--- src/rtl/coh_home_pkg.sv ---
package coh_home_pkg;

    typedef enum logic [1:0] {
        LS_I = 2'd0,
        LS_E = 2'd1,
        LS_S = 2'd2,
        LS_M = 2'd3
    } line_state_e;

    typedef enum logic [2:0] {
        RK_DATA_E  = 3'd0,
        RK_DATA_S  = 3'd1,
        RK_DATA_M  = 3'd2,
        RK_HOLDERS = 3'd3,
        RK_OWNER   = 3'd4,
        RK_REFUSE  = 3'd5
    } rsp_kind_e;

    typedef enum logic [1:0] {
        WT_NONE = 2'd0,
        WT_DONE = 2'd1,
        WT_WB_SHR = 2'd2,
        WT_WB_EXC = 2'd3
    } wait_e;

    localparam logic REQ_READ  = 1'b0;
    localparam logic REQ_READX = 1'b1;

    function automatic logic waits_on_owner(wait_e w);
        return (w == WT_WB_SHR) || (w == WT_WB_EXC);
    endfunction

endpackage

--- src/rtl/coh_dir_store.sv ---
module coh_dir_store
    import coh_home_pkg::*;
#(
    parameter int NODES  = 4,
    parameter int LINES  = 8,
    parameter int DATA_W = 16,
    parameter int NID_W  = 2,
    parameter int LID_W  = 3
) (
    input  logic              clk,
    input  logic              rst,
    input  logic [LID_W-1:0]  a_line,
    output line_state_e       a_state,
    output logic [NODES-1:0]  a_vec,
    output wait_e             a_wait,
    output logic [NID_W-1:0]  a_pend,
    output logic [DATA_W-1:0] a_data,
    input  logic [LID_W-1:0]  b_line,
    output line_state_e       b_state,
    output logic [NODES-1:0]  b_vec,
    output wait_e             b_wait,
    output logic [NID_W-1:0]  b_pend,
    input  logic              wr_en,
    input  logic [LID_W-1:0]  wr_line,
    input  line_state_e       wr_state,
    input  logic [NODES-1:0]  wr_vec,
    input  wait_e             wr_wait,
    input  logic [NID_W-1:0]  wr_pend,
    input  logic              wr_data_en,
    input  logic [DATA_W-1:0] wr_data
);

    line_state_e       st_q   [LINES];
    logic [NODES-1:0]  vec_q  [LINES];
    wait_e             wt_q   [LINES];
    logic [NID_W-1:0]  pend_q [LINES];
    logic [DATA_W-1:0] mem_q  [LINES];

    for (genvar g = 0; g < LINES; g++) begin : g_line
        logic hit;
        assign hit = wr_en && (wr_line == LID_W'(g));

        always_ff @(posedge clk) begin
            if (rst) begin
                st_q[g]   <= LS_I;
                vec_q[g]  <= '0;
                wt_q[g]   <= WT_NONE;
                pend_q[g] <= '0;
                mem_q[g]  <= '0;
            end else if (hit) begin
                st_q[g]   <= wr_state;
                vec_q[g]  <= wr_vec;
                wt_q[g]   <= wr_wait;
                pend_q[g] <= wr_pend;
                if (wr_data_en) begin
                    mem_q[g] <= wr_data;
                end
            end
        end

        AST_INVALID_EMPTY: assert property (@(posedge clk) disable iff (rst)
            (st_q[g] == LS_I) |-> (vec_q[g] == '0));
        AST_SINGLE_HOLDER: assert property (@(posedge clk) disable iff (rst)
            ((st_q[g] == LS_M) || (st_q[g] == LS_E)) |-> ($countones(vec_q[g]) == 1));
        AST_BUSY_NOT_INVALID: assert property (@(posedge clk) disable iff (rst)
            (wt_q[g] != WT_NONE) |-> (st_q[g] != LS_I));
    end

    assign a_state = st_q[a_line];
    assign a_vec   = vec_q[a_line];
    assign a_wait  = wt_q[a_line];
    assign a_pend  = pend_q[a_line];
    assign a_data  = mem_q[a_line];
    assign b_state = st_q[b_line];
    assign b_vec   = vec_q[b_line];
    assign b_wait  = wt_q[b_line];
    assign b_pend  = pend_q[b_line];

endmodule

--- src/rtl/coh_req_policy.sv ---
module coh_req_policy
    import coh_home_pkg::*;
#(
    parameter int NODES  = 4,
    parameter int DATA_W = 16,
    parameter int NID_W  = 2
) (
    input  logic              kind,
    input  logic [NID_W-1:0]  src,
    input  line_state_e       cur_state,
    input  logic [NODES-1:0]  cur_vec,
    input  wait_e             cur_wait,
    input  logic [NID_W-1:0]  cur_pend,
    input  logic [DATA_W-1:0] cur_data,
    output rsp_kind_e         r_kind,
    output logic [NODES-1:0]  r_nodes,
    output logic [DATA_W-1:0] r_data,
    output logic              upd,
    output line_state_e       nx_state,
    output logic [NODES-1:0]  nx_vec,
    output wait_e             nx_wait,
    output logic [NID_W-1:0]  nx_pend
);

    localparam logic [NODES-1:0] ONE = {{(NODES-1){1'b0}}, 1'b1};

    logic [NODES-1:0] src_bit;
    logic [NODES-1:0] others;

    assign src_bit = ONE << src;
    assign others  = cur_vec & ~src_bit;

    always_comb begin
        r_kind   = RK_REFUSE;
        r_nodes  = '0;
        r_data   = '0;
        upd      = 1'b0;
        nx_state = cur_state;
        nx_vec   = cur_vec;
        nx_wait  = cur_wait;
        nx_pend  = cur_pend;
        if (cur_wait == WT_NONE) begin
            upd = 1'b1;
            if (cur_state == LS_M) begin
                r_kind  = RK_OWNER;
                r_nodes = cur_vec;
                nx_wait = (kind == REQ_READ) ? WT_WB_SHR : WT_WB_EXC;
                nx_pend = src;
            end else if (others == '0) begin
                r_kind   = (kind == REQ_READ) ? RK_DATA_E : RK_DATA_M;
                r_data   = cur_data;
                nx_state = (kind == REQ_READ) ? LS_E : LS_M;
                nx_vec   = src_bit;
            end else if (kind == REQ_READ) begin
                r_kind   = RK_DATA_S;
                r_data   = cur_data;
                nx_state = LS_S;
                nx_vec   = cur_vec | src_bit;
            end else begin
                r_kind  = RK_HOLDERS;
                r_nodes = others;
                r_data  = cur_data;
                nx_wait = WT_DONE;
                nx_pend = src;
            end
        end
    end

endmodule

--- src/rtl/coh_evt_policy.sv ---
module coh_evt_policy
    import coh_home_pkg::*;
#(
    parameter int NODES = 4,
    parameter int NID_W = 2
) (
    input  logic              wb_fire,
    input  logic              cpl_fire,
    input  logic [NID_W-1:0]  ev_src,
    input  line_state_e       cur_state,
    input  logic [NODES-1:0]  cur_vec,
    input  wait_e             cur_wait,
    input  logic [NID_W-1:0]  cur_pend,
    output logic              upd,
    output logic              data_en,
    output line_state_e       nx_state,
    output logic [NODES-1:0]  nx_vec,
    output wait_e             nx_wait
);

    localparam logic [NODES-1:0] ONE = {{(NODES-1){1'b0}}, 1'b1};

    logic [NODES-1:0] pend_bit;
    logic             from_owner;

    assign pend_bit   = ONE << cur_pend;
    assign from_owner = (cur_state == LS_M) && cur_vec[ev_src];

    always_comb begin
        upd      = 1'b0;
        data_en  = 1'b0;
        nx_state = cur_state;
        nx_vec   = cur_vec;
        nx_wait  = cur_wait;
        if (wb_fire && from_owner && (cur_wait != WT_DONE)) begin
            upd     = 1'b1;
            data_en = 1'b1;
            nx_wait = WT_NONE;
            if (cur_wait == WT_WB_SHR) begin
                nx_state = LS_S;
                nx_vec   = cur_vec | pend_bit;
            end else if (cur_wait == WT_WB_EXC) begin
                nx_state = LS_M;
                nx_vec   = pend_bit;
            end else begin
                nx_state = LS_I;
                nx_vec   = '0;
            end
        end else if (cpl_fire && (cur_wait == WT_DONE) && (ev_src == cur_pend)) begin
            upd      = 1'b1;
            nx_state = LS_M;
            nx_vec   = pend_bit;
            nx_wait  = WT_NONE;
        end
    end

endmodule

--- src/rtl/coh_home_dir.sv ---
module coh_home_dir
    import coh_home_pkg::*;
#(
    parameter int NODES  = 4,
    parameter int LINES  = 8,
    parameter int DATA_W = 16,
    localparam int NID_W = (NODES > 1) ? $clog2(NODES) : 1,
    localparam int LID_W = (LINES > 1) ? $clog2(LINES) : 1
) (
    input  logic              clk,
    input  logic              rst,
    input  logic              req_valid,
    output logic              req_ready,
    input  logic              req_kind,
    input  logic [NID_W-1:0]  req_src,
    input  logic [LID_W-1:0]  req_line,
    output logic              rsp_valid,
    input  logic              rsp_ready,
    output logic [2:0]        rsp_kind,
    output logic [NID_W-1:0]  rsp_dst,
    output logic [LID_W-1:0]  rsp_line,
    output logic [NODES-1:0]  rsp_nodes,
    output logic [DATA_W-1:0] rsp_data,
    input  logic              wb_valid,
    output logic              wb_ready,
    input  logic [NID_W-1:0]  wb_src,
    input  logic [LID_W-1:0]  wb_line,
    input  logic [DATA_W-1:0] wb_data,
    input  logic              cpl_valid,
    output logic              cpl_ready,
    input  logic [NID_W-1:0]  cpl_src,
    input  logic [LID_W-1:0]  cpl_line
);

    logic req_fire, wb_fire, cpl_fire;
    logic [LID_W-1:0] ev_line;
    logic [NID_W-1:0] ev_src;

    assign wb_ready  = 1'b1;
    assign cpl_ready = !wb_valid;
    assign req_ready = !rsp_valid && !wb_valid && !cpl_valid;
    assign req_fire  = req_valid && req_ready;
    assign wb_fire   = wb_valid;
    assign cpl_fire  = cpl_valid && cpl_ready;
    assign ev_line   = wb_valid ? wb_line : cpl_line;
    assign ev_src    = wb_valid ? wb_src : cpl_src;

    line_state_e       a_state, b_state;
    logic [NODES-1:0]  a_vec, b_vec;
    wait_e             a_wait, b_wait;
    logic [NID_W-1:0]  a_pend, b_pend;
    logic [DATA_W-1:0] a_data;

    rsp_kind_e         q_kind;
    logic [NODES-1:0]  q_nodes;
    logic [DATA_W-1:0] q_data;
    logic              q_upd;
    line_state_e       q_state;
    logic [NODES-1:0]  q_vec;
    wait_e             q_wait;
    logic [NID_W-1:0]  q_pend;

    logic              e_upd, e_data_en;
    line_state_e       e_state;
    logic [NODES-1:0]  e_vec;
    wait_e             e_wait;

    logic              wr_en, wr_data_en;
    logic [LID_W-1:0]  wr_line;
    line_state_e       wr_state;
    logic [NODES-1:0]  wr_vec;
    wait_e             wr_wait;
    logic [NID_W-1:0]  wr_pend;

    coh_dir_store #(
        .NODES(NODES), .LINES(LINES), .DATA_W(DATA_W), .NID_W(NID_W), .LID_W(LID_W)
    ) u_store (
        .clk(clk), .rst(rst),
        .a_line(req_line), .a_state(a_state), .a_vec(a_vec), .a_wait(a_wait),
        .a_pend(a_pend), .a_data(a_data),
        .b_line(ev_line), .b_state(b_state), .b_vec(b_vec), .b_wait(b_wait),
        .b_pend(b_pend),
        .wr_en(wr_en), .wr_line(wr_line), .wr_state(wr_state), .wr_vec(wr_vec),
        .wr_wait(wr_wait), .wr_pend(wr_pend), .wr_data_en(wr_data_en),
        .wr_data(wb_data)
    );

    coh_req_policy #(.NODES(NODES), .DATA_W(DATA_W), .NID_W(NID_W)) u_req (
        .kind(req_kind), .src(req_src),
        .cur_state(a_state), .cur_vec(a_vec), .cur_wait(a_wait), .cur_pend(a_pend),
        .cur_data(a_data),
        .r_kind(q_kind), .r_nodes(q_nodes), .r_data(q_data), .upd(q_upd),
        .nx_state(q_state), .nx_vec(q_vec), .nx_wait(q_wait), .nx_pend(q_pend)
    );

    coh_evt_policy #(.NODES(NODES), .NID_W(NID_W)) u_evt (
        .wb_fire(wb_fire), .cpl_fire(cpl_fire), .ev_src(ev_src),
        .cur_state(b_state), .cur_vec(b_vec), .cur_wait(b_wait), .cur_pend(b_pend),
        .upd(e_upd), .data_en(e_data_en),
        .nx_state(e_state), .nx_vec(e_vec), .nx_wait(e_wait)
    );

    always_comb begin
        if (req_fire) begin
            wr_en      = q_upd;
            wr_line    = req_line;
            wr_state   = q_state;
            wr_vec     = q_vec;
            wr_wait    = q_wait;
            wr_pend    = q_pend;
            wr_data_en = 1'b0;
        end else begin
            wr_en      = e_upd;
            wr_line    = ev_line;
            wr_state   = e_state;
            wr_vec     = e_vec;
            wr_wait    = e_wait;
            wr_pend    = b_pend;
            wr_data_en = e_data_en;
        end
    end

    rsp_kind_e rsp_kind_q;

    always_ff @(posedge clk) begin
        if (rst) begin
            rsp_valid  <= 1'b0;
            rsp_kind_q <= RK_REFUSE;
            rsp_dst    <= '0;
            rsp_line   <= '0;
            rsp_nodes  <= '0;
            rsp_data   <= '0;
        end else if (req_fire) begin
            rsp_valid  <= 1'b1;
            rsp_kind_q <= q_kind;
            rsp_dst    <= req_src;
            rsp_line   <= req_line;
            rsp_nodes  <= q_nodes;
            rsp_data   <= q_data;
        end else if (rsp_ready) begin
            rsp_valid  <= 1'b0;
        end
    end

    assign rsp_kind = rsp_kind_q;

    AST_REFUSE_BUSY: assert property (@(posedge clk) disable iff (rst)
        (req_fire && (a_wait != WT_NONE)) |=> (rsp_valid && (rsp_kind == RK_REFUSE)));
    AST_RSP_HOLD: assert property (@(posedge clk) disable iff (rst)
        (rsp_valid && !rsp_ready) |=> (rsp_valid && $stable(rsp_kind) && $stable(rsp_nodes)
                                       && $stable(rsp_data) && $stable(rsp_dst)));
    AST_HOLDERS_EXCLUDE_DST: assert property (@(posedge clk) disable iff (rst)
        (rsp_valid && (rsp_kind == RK_HOLDERS)) |-> ((rsp_nodes != '0) && !rsp_nodes[rsp_dst]));
    AST_OWNER_ONE: assert property (@(posedge clk) disable iff (rst)
        (rsp_valid && (rsp_kind == RK_OWNER)) |-> ($countones(rsp_nodes) == 1));

endmodule

--- config.mk ---
export PLATFORM = sky130hd
export DESIGN_NAME = coh_home_dir
export DESIGN_NICKNAME = d
export VERILOG_FILES = /design/src/rtl/coh_home_pkg.sv /design/src/rtl/coh_dir_store.sv /design/src/rtl/coh_req_policy.sv /design/src/rtl/coh_evt_policy.sv /design/src/rtl/coh_home_dir.sv
export SDC_FILE = /design/constraint.sdc
export NUM_CORES = 1
export LEC_CHECK = 0
export ABC_AREA = 1
export BUFFER_PORTS_ARGS = -buffer_cell sky130_fd_sc_hd__clkbuf_2
export CAP_MARGIN = 0
export CORE_MARGIN = 2
export CORE_UTILIZATION = 57
export CTS_BUF_LIST = sky130_fd_sc_hd__clkbuf_2
export CTS_CLUSTER_DIAMETER = 80
export DETAILED_ROUTE_END_ITERATION = 10
export PLACE_DENSITY_LB_ADDON = 0.12
export SLEW_MARGIN = 20
export SYNTH_ARGS = -nofsm -noshare
export SYNTH_HDL_FRONTEND = slang
export SYNTH_SLANG_ARGS = --single-unit
--- constraint.sdc ---
create_clock -name clk -period 3.7 [get_ports clk]
set_input_delay 0.74 -clock clk [delete_from_list [all_inputs] [get_ports clk]]
set_output_delay 0.74 -clock clk [all_outputs]
set_load 0.01 [all_outputs]
### Word-level counts from Yosys, hierarchy flattened

Memory sizes are Yosys's and may differ from the RTL's.
Cells that the tools add are included.

| cells by class | value |
|---|---|
| shift operators | 2 |
| mux-type cells | 147 |
| reduce and logical (&&, ||, !) cells | 24 |
| bitwise gates (word level) | 44 |
| magnitude comparators | 1 |
| eq/ne operators | 14 |

Operators with widths:

| kind | count |
|---|---|
| 16-bit two-way mux | 10 |
| 2-bit two-way mux | 49 |
| 4-bit two-way mux | 21 |
| 1-bit two-way mux | 61 |
| 1-bit bitwise OR | 40 |
| 1-bit logical AND | 17 |
| 3-bit two-way mux | 5 |
| 3-bit == test (second input constant) | 4 |
| 2-bit == test (second input constant) | 4 |
| 4-bit bitwise OR | 2 |
| 1-bit by 2-bit left shift with 4-bit output (first input constant) | 2 |
| 3-bit by 2-bit == test with 1-bit output (second input constant) | 2 |
| 4-bit bitwise AND | 1 |
| 4-bit zero test | 1 |
| 4-bit inverter | 1 |
| 3-bit by 1-bit == test with 1-bit output (second input constant) | 1 |
| 1-bit zero test | 3 |
| 3-bit zero test | 1 |
| 2-bit by 3-bit less-than comparator with 1-bit output (second input constant) | 1 |
| 1-bit binary-select mux with 2-bit select | 1 |
| 2-bit by 1-bit == test with 1-bit output (second input constant) | 1 |
| 2-bit == test | 1 |
| 2-bit zero test | 1 |
| 2-bit by 1-bit inequality test with 1-bit output (second input constant) | 1 |
| 2-bit nonzero test | 1 |

| word-level totals | value |
|---|---|
| bits in writable memories | 208 |
| register bits after elaboration | 29 |
| word-level logic and storage cells | 243 |
| memories kept | 5 |
| output and inout port bits | 32 |
| input port bits | 38 |

Memories:

| memory | depth | width | rd ports | clocked after Yosys merged registers in | write ports | line | source |
|---|---|---|---|---|---|---|---|
| u_store.mem_q | 8 | 16 | 1 | 0 | 8 | coh_dir_store.sv:37 | `logic [DATA_W-1:0] mem_q [LINES];` |
| u_store.vec_q | 8 | 4 | 2 | 0 | 8 | coh_dir_store.sv:34 | `logic [NODES-1:0] vec_q [LINES];` |
| u_store.pend_q | 8 | 2 | 2 | 0 | 8 | coh_dir_store.sv:36 | `logic [NID_W-1:0] pend_q [LINES];` |
| u_store.st_q | 8 | 2 | 2 | 0 | 8 | coh_dir_store.sv:33 | `line_state_e st_q [LINES];` |
| u_store.wt_q | 8 | 2 | 2 | 0 | 8 | coh_dir_store.sv:35 | `wait_e wt_q [LINES];` |

### Logic depth before layout (Yosys ltp)

Gate-level depths: netlist of run 1.
An unclocked memory read counts as a cell.

| logic depth | value |
|---|---|
| depth in word-level cells | 14 |
| depth in mapped cells | 18 |
| mapped depth without buffers | 16 |

### Modules after synthesis

A second synthesis of run 1 with hierarchy kept.

| second synthesis, totals | value |
|---|---|
| cell total of the unflattened synthesis | 1807 |
| area, all modules | 13585.5 um2 |

Modules (own cells, without submodules):

| module | instances | cells an instance | area an instance (um2) | sequential area each (um2) |
|---|---|---|---|---|
| coh_dir_store | 1 | 1388 | 11195.7 | 6246.0 |
| coh_home_dir | 1 | 238 | 1466.4 | 580.6 |
| coh_req_policy | 1 | 103 | 536.8 | 0.0 |
| coh_evt_policy | 1 | 78 | 386.6 | 0.0 |

### Least setup slack after synthesis of run 1

Ideal clock, no wire load.

| timing | value |
|---|---|
| kind | input port to flip-flop |
| start | input wb_valid |
| end | memory u_store.mem_q[6][0], enable pin |
| stages on the path | 11 |
| path slack | 119 ps |
| data arrival time | 3190 ps |
| library setup time | 391 ps |
| buffers on the path | 4 |
| data required time | 3309 ps |
| cells stage by stage | buf_6 > nor3_1 > nand2_1 > buf_2 > nor2_1 > inv_1 > nand3_4 > buf_8 > buf_8 > nand2_1 > o21ai_1 |

RTL lines:

| element | line | source |
|---|---|---|
| from (decl) | coh_home_dir.sv:24 | `input logic wb_valid,` |
| to (decl) | coh_dir_store.sv:37 |  |

==> run metrics, run 1 <==
root buffer cell clkbuf_2; Post-CTS Hold Fix Bufs 0; DRT iter0 DRCs 1380; setup bufs post-CTS 0; CP Data Arrival Time 3430 ps; Die Span Y 151 um; Core Region 21100 um2; Max Buffers Root-to-Sink 3; gpl congestion 0.996; Fin Clk Skew 57.7 ps; row count 53; number of global-route vias before repair 9586; post-DP HPWL 26700 um; Yosys top cell by area edfxtp_1; ranking of synthesized cells by area edfxtp_1 (51%), nand2_1 (12%), nor2_1 (7.5%), nand3_1 (6.1%), dfxtp_1 (4.7%); Worst setup SP type input port; Sw Share 30.3%; CP cell instances clkbuf_2 > buf_4 > o21ai_1 > buf_12 > nand3_1 > nand3_1 > nand2_2 > nand2_2 > inv_2 > nor2_2 > nand3_4 > buf_4 > inv_4 > nand4_2 > nor2_1; CTS H-tree depth 2; CP max stage cell nand4_2; worst min-delay path class input port to register; clock period minus worst slack 2800 ps; final net count 1554; critical path class input port to register; initial antenna violation count 1; Net Switching 1.70 mW; clock network power share 29.7%; final setup fails 0; total wire length 37000 um; crit path buf inv count 6; Buffers on Ports 68; Crit Path Max Fanout 21; sequential share of the synthesized area 55.7%; FFs w/ async S/R, synth 0%; top-count cell post-synth nand2_1; share of layout cells above drive strength 1 17.7%; Least-Margin Pin Slew 669 ps; PwrDens 412 nW/um2; post-route setup TNS 0 ps; internal power 3.91 mW; Post-synth top cells nand2_1 (385), nor2_1 (245), edfxtp_1 (208); Comb power frac 16.1%; Total GRT Usage 32.9%; Post-DRT Antenna Nets 0; Vias 10800; Max Fclk 0.357 GHz; Hold Worst Slack 168 ps; Synth cell types 39; I/O pin count 70; warning count from the yosys run 0; worst relative slew slack 55.0%; grt total ovfl 0; final worst path period share 75.6%; crit end category register; Avg Vias per Cell 5.88; syn_area_per_cell 8.72 um2; Wirelength per Cell 20.1 um; fin cells 1835; Lkg Pwr 5.85 nW; RSZ-0062 raised after global routing no; layout overhead on the synthesized area 11.3%; DP Cell Count 1732; detailed-router iteration count before antenna repair 8; Num CTS Buffers 57; CP required 4330 ps; status completed; first-pass GRT wire length 55300 um; Hold Vio Cnt, Final 0; max cap viols 0; Worst-Skew Late Latency 840 ps; Syn Std Cell Area 12300 um2; largest net degree at the start of global routing 36; Synth Flop Type edfxtp_1; CTS tree done; Num Clock Sinks 237; #FFs+latches synth 237; Syn Nets 1443; CTS clk-pin slew, worst paths 90 ps; DRC 0; Peak VDD IR 0.000287 V; die area 22700 um2; top cell type's share of synthesized area 51.0%; chip width 151 um; max incr delay on CP 440 ps; max-slew violation count 0; Cells after Synth 1405; delay-heaviest family, CP simple AND/OR/NAND/NOR gates; # resized after CTS 0; Starting Density 58.1%; Sequential Power Share 54.2%; EDFF count, synth 208
## worst paths after layout
path,startpoint,endpoint,slack [ps],depth (start not counted)
worst max-delay path,wb_valid,u_store.mem_q[2][7]$_SDFFCE_PN0P_,900,15
worst min-delay path,rsp_ready,rsp_valid$_SDFFE_PP0P_,170,4
worst max register to register,u_store.wt_q[0][1]$_SDFFCE_PN0P_,u_store.mem_q[4][8]$_SDFFCE_PN0P_,950,10
worst min register to register,rsp_data[6]$_SDFFE_PP0P_,rsp_data[6]$_SDFFE_PP0P_,470,2
## registers in the layout (all words and copies together) (netlist names), 2 cells and up
name	flops
u_store.vec_q	32
rsp_data	16
u_store.wt_q	16
u_store.st_q	16
u_store.mem_q	128
u_store.pend_q	16
rsp_line	3
rsp_kind	3
rsp_nodes	4
rsp_dst	2
## worst min-delay path: cells and delay by family
kind	cells	cell delay, ps
buf+inv	2	110
compound gates	1	50
simple gates	1	40
## through the flow
stage	setup slack, ps	power, mW	utilization [%]	area [um2]
detailed placement	117	3.98	62.3	13100
finish	903	5.61	64.7	13600
floorplan	119	3.62	-	12300
global route	707	5.86	64.7	13600
CTS	992	5.61	64.7	13600
global placement	244	3.97	62.3	13100
## cells by family (layout without fill, tap and decap cells)
kind of cell	Yosys count	in the layout	share of synthesized area (%)
AO/OA/AOI/OAI	187	187	9.39
buffers and inverters	163	316	6.06
other	1	3	0.0306
flip-flops	237	237	55.7
AND/OR/NAND/NOR	817	817	28.8
## cell usage in the layout, fill, tap and decap left out, types with 9 or more instances in the layout
cell type,count
nand3_1,150
nand2_1,385
o21ai_0,30
buf_4,55
o22ai_1,17
buf_12,9
a32o_1,32
dfxtp_1,29
edfxtp_1,208
nor2_1,245
inv_1,78
o21ai_2,9
a21oi_1,87
clkbuf_2,160
## power by group through the flow
stage | clock network (mW) | registers, mW | logic, mW
2_1_floorplan | 0 | 3.08 | 0.545
3_3_place_gp | 0 | 3.10 | 0.873
3_5_place_dp | 0 | 3.10 | 0.877
4_1_cts | 1.69 | 3.04 | 0.880
5_1_grt | 1.82 | 3.05 | 0.982
6_report | 1.67 | 3.04 | 0.903
## layout make-up
class                           count  area [um2]
Multi-Input combinational cell   1005        4710
Sequential cell                   237        6830
Tap cell                          275         344
Fill cell                        1848        7450
Inverter                           84         318
Timing Repair Buffer              131         928
Clock buffer                       93         465
Clock inverter                      8        38.8
Antenna cell                        2        5.00
## layer usage
metal  global-route usage [%]  routed length [um]
met5                        0                   0
met2                     40.5               14300
met1                     53.3               16200
met4                     9.16                 757
met3                     11.9                5670
Note: power is estimated with default switching activity, not from simulation.
==> run 2, diff against run 1 <==
--- a/config.mk
+++ b/config.mk
@@ -5,7 +5,7 @@
 export SDC_FILE = /design/constraint.sdc
 export NUM_CORES = 1
 export LEC_CHECK = 0
-export ABC_AREA = 1
+export ABC_AREA = 0
 export BUFFER_PORTS_ARGS = -buffer_cell sky130_fd_sc_hd__clkbuf_2
 export CAP_MARGIN = 0
 export CORE_MARGIN = 2
==> constraint.sdc (replaced) <==
create_clock -name clk -period 2.57 [get_ports clk]
set_input_delay 0.514 -clock clk [delete_from_list [all_inputs] [get_ports clk]]
set_output_delay 0.514 -clock clk [all_outputs]
set_load 0.01 [all_outputs]
==> run 2 against run 1 <==
Effect of this change: the run now ends with negative setup slack left; count of clock-buffer cells in the layout down 1; global-route usage down 1.1 points; sequential power up 44%; sequential share of layout area down 6.3 points; sequential cell count unchanged; die area down 3.2%; via count down 9.9%; routed wire length up 2.0%; critical path depth down 6; register-to-register slack worse by 1400 ps; hold slack worse by 110 ps; utilization up 12 points; highest routed layer unchanged.
==> run metrics, run 2 <==
WP depth 9 (-6); largest net degree at the start of global routing 38 (+5.6%); max-slew violation count 0 (unchanged); CP max stage cell or4_4; Crit Path Max Fanout 10 (-52%); chip width 148 um (-1.6%); internal power 5.95 mW (+52%); syn_area_per_cell 11.9 um2 (+36%); DRC 0 (unchanged); Yosys top cell by area edfxtp_1; RSZ-0062 raised after global routing yes; initial antenna violation count 2 (+1); Synth cell types 61 (+56%); Core Region 20300 um2 (-3.7%); Post-synth top cells nor2_1 (212), edfxtp_1 (208), nand2_1 (109); worst min-delay path class input port to register; Worst-Skew Late Latency 930 ps (+90 ps); Starting Density 58.4% (+0.26 points); warning count from the yosys run 0 (unchanged); Post-DRT Antenna Nets 0 (unchanged); ranking of synthesized cells by area edfxtp_1 (53%), mux4_2 (9.9%), nor2_1 (6.7%), dfxtp_1 (4.9%), nand2_1 (3.5%); busiest grt layer met2; I/O pin count 70 (unchanged); most frequent cells in the layout edfxtp_1 (208), clkbuf_2 (159), nor2_1 (132); crit path launch u_store.vec_q[4][2]$_SDFFCE_PN0P_; Least-Margin Pin Slew 986 ps (+317 ps); Fin Clk Skew 90.2 ps (+32.4 ps); max cap viols 0 (unchanged); root buffer cell clkbuf_2; sequential share of the synthesized area 57.6% (+1.9 points); clock period minus worst slack 3000 ps; register with the most flip-flops u_store.mem_q; post-layout worst setup margin -426 ps (-1330 ps); worst reg-to-reg setup slack -430 ps (-1380 ps); first-pass GRT wire length 52200 um (-5.6%); max reg flops 128 (unchanged); Cells after Synth 998 (-29%); CTS tree done; Reg2Reg Launch Point u_store.vec_q[4][2]$_SDFFCE_PN0P_; Comb power frac 18.9% (+2.8 points); top-count cell post-synth nor2_1; Die Span Y 148 um (-1.6%); Setup crit end u_store.vec_q[2][0]$_SDFFCE_PN0P_; row count 52 (-1.9%); Total GRT Usage 31.8% (-1.1 points); commonest non-fill, non-tap cell in the layout edfxtp_1; M3 GR Usage 7.27% (-4.6 points); top cell type's share of synthesized area 52.7% (+1.7 points); met2 Track Usage GR 51.4% (+11 points); PwrDens 544 nW/um2 (+32%); Syn Nets 1036 (-28%); Num Clock Sinks 237 (unchanged); total wire length 37700 um (+2.0%); detailed-router iteration count before antenna repair 6 (-2); post-DP HPWL 22300 um (-17%); die area 22000 um2 (-3.2%); Hold Vio Cnt, Final 0 (unchanged); Peak VDD IR 0.000429 V (+50%); max incr delay on CP 590 ps (+150 ps); worst slack at placement -1130 ps (-1250 ps); Max Buffers Root-to-Sink 3 (unchanged); DRT iter0 DRCs 1122 (-19%); Worst setup SP type register; status finished, violations left; CP cell instances nand2_1 > a32oi_1 > a21oi_1 > a2111oi_4 > and3_4 > nor3_4 > or4_4 > buf_12 > nor3b_2; Sw Share 30.0% (-0.23 points); Reg2Reg Depth 9 (-1); final core utilization 76.9% (+12 points); final worst path period share 117%; crit path buf inv count 1 (-5); final setup fails 416 (+416); final net count 1259 (-19%); post-route setup TNS -112070 ps (-112070 ps); Max Fclk 0.334 GHz; Net Switching 2.55 mW (+50%); R2R Path End u_store.vec_q[2][0]$_SDFFCE_PN0P_; Sequential Power Share 51.5% (-2.7 points); CP Data Arrival Time 3700 ps (+270 ps); met1 track demand over resource 43.4% (-10 points); fin cells 1541 (-16%); clock network power share 29.7% (about the same); EDFF count, synth 208 (unchanged); Lkg Pwr 5.79 nW (-0.99%); Wirelength per Cell 24.5 um (+21%); FFs w/ async S/R, synth 0% (unchanged); share of layout cells above drive strength 1 45.4% (+28 points); #FFs+latches synth 237 (unchanged); critical path class register to register; Synth Flop Type edfxtp_1; CP required 3280 ps (-1050 ps); gpl congestion 0.974 (-2.2%); Vias 9716 (-9.9%); worst relative slew slack 33.6% (-21 points); Design Power 8.50 mW (+51%); delay-heaviest family, CP simple AND/OR/NAND/NOR gates; CTS clk-pin slew, worst paths 120 ps (+30 ps); Num CTS Buffers 58 (+1.8%); layout overhead on the synthesized area 31.8%; CTS H-tree depth 2 (unchanged); crit end category register; grt total ovfl 0 (unchanged); Largest regs u_store.mem_q x128, u_store.vec_q x32; Buffers on Ports 68 (unchanged); Syn Std Cell Area 11800 um2 (-3.3%); Avg Vias per Cell 6.30 (+7.2%); DP Cell Count 1393 (-20%); number of global-route vias before repair 9162 (-4.4%); violated checks negative setup slack
-- run 2: changes by cell type in the layout (fill, tap and decap cells not counted), moves of 49 or more --
cell / before / now
nand2_1: 385 / 90
nand3_1: 150 / 22
nor2_1: 245 / 132
inv_1: 78 / 9
buf_4: 55 / 107
mux4_2: 0 / 52
nor2_4: 3 / 52
-- run 2: worst min path at each step --
stage                                       start                                  to  slack, ps  cells after the start
after global routing                   wb_data[2]   u_store.mem_q[6][2]$_SDFFCE_PN0P_         -6                      3
after detailed placement  rsp_dst[0]$_SDFFE_PP0P_             rsp_dst[0]$_SDFFE_PP0P_        450                      2
final                                 wb_data[14]  u_store.mem_q[7][14]$_SDFFCE_PN0P_         50                      3
after CTS                              wb_data[3]   u_store.mem_q[2][3]$_SDFFCE_PN0P_         10                      3
after global placement    rsp_dst[0]$_SDFFE_PP0P_             rsp_dst[0]$_SDFFE_PP0P_        440                      2
after floorplan           rsp_dst[0]$_SDFFE_PP0P_             rsp_dst[0]$_SDFFE_PP0P_        480                      2
-- run 2: power by group through the flow --
stage | Combinational, mW | Sequential (mW) | Clock [mW]
2_1_floorplan | 0.775 | 4.44 | 0
3_3_place_gp | 1.26 | 4.45 | 0
3_5_place_dp | 1.27 | 4.46 | 0
4_1_cts | 1.38 | 4.37 | 2.51
5_1_grt | 1.67 | 4.38 | 2.73
6_report | 1.60 | 4.37 | 2.52
-- run 2: what timing repair did --
item / CTS / global route
resized for setup: 92 / 199
setup endpoints to repair: 416 / 416
hold endpoints to repair: 7 / 0
hold buffers: 5 / 0
gates cloned: 5 / 10
setup buffers: 11 / 11
pin swaps: 11 / 29
-- run 2: worst register-to-register path, stage by stage, from the launching register on --
cell       delay (ps)
edfxtp_1          370
nand2_1            50
a32oi_1           370
a21oi_1           180
a2111oi_4         460
and3_4            330
nor3_4             80
or4_4             590
buf_12            200
nor3b_2           140
-- run 2: cell type report --
cell class                 count  area, um2
sequential                   237       6830
multi-input combinational    679       5670
fill                        1227       4680
timing repair buffer         235       2210
clock buffer                  92        460
tap                          270        338
clock inverter                16       70.1
inverter                      10       37.5
antenna                        2       5.00
-- run 2: logic make-up after synthesis --
kind of cell	synth area share (%)
mux	12.8
buf+inv	4.89
simple gates	17.7
flops	57.6
xor+xnor	0.148
compound gates	6.79
other cells	0.0317
-- run 2: stage by stage --
| step | hold slack (ps) | instance area [um2] |
|---|---|---|
| floorplan | 481 | 12200 |
| global placement | 443 | 13500 |
| detailed placement | 450 | 13500 |
| CTS | 10.5 | 14600 |
| global route | -6.48 | 15600 |
| finish | 53.7 | 15600 |
-- run 2: per-layer routing --
metal	part of all wire [%]	wire [um]	vias up
met5	0	0	-
met2	47	17900	671
met4	3.6	1340	0
met1	37	13900	4732
met3	12	4530	140
li1	-	-	4173
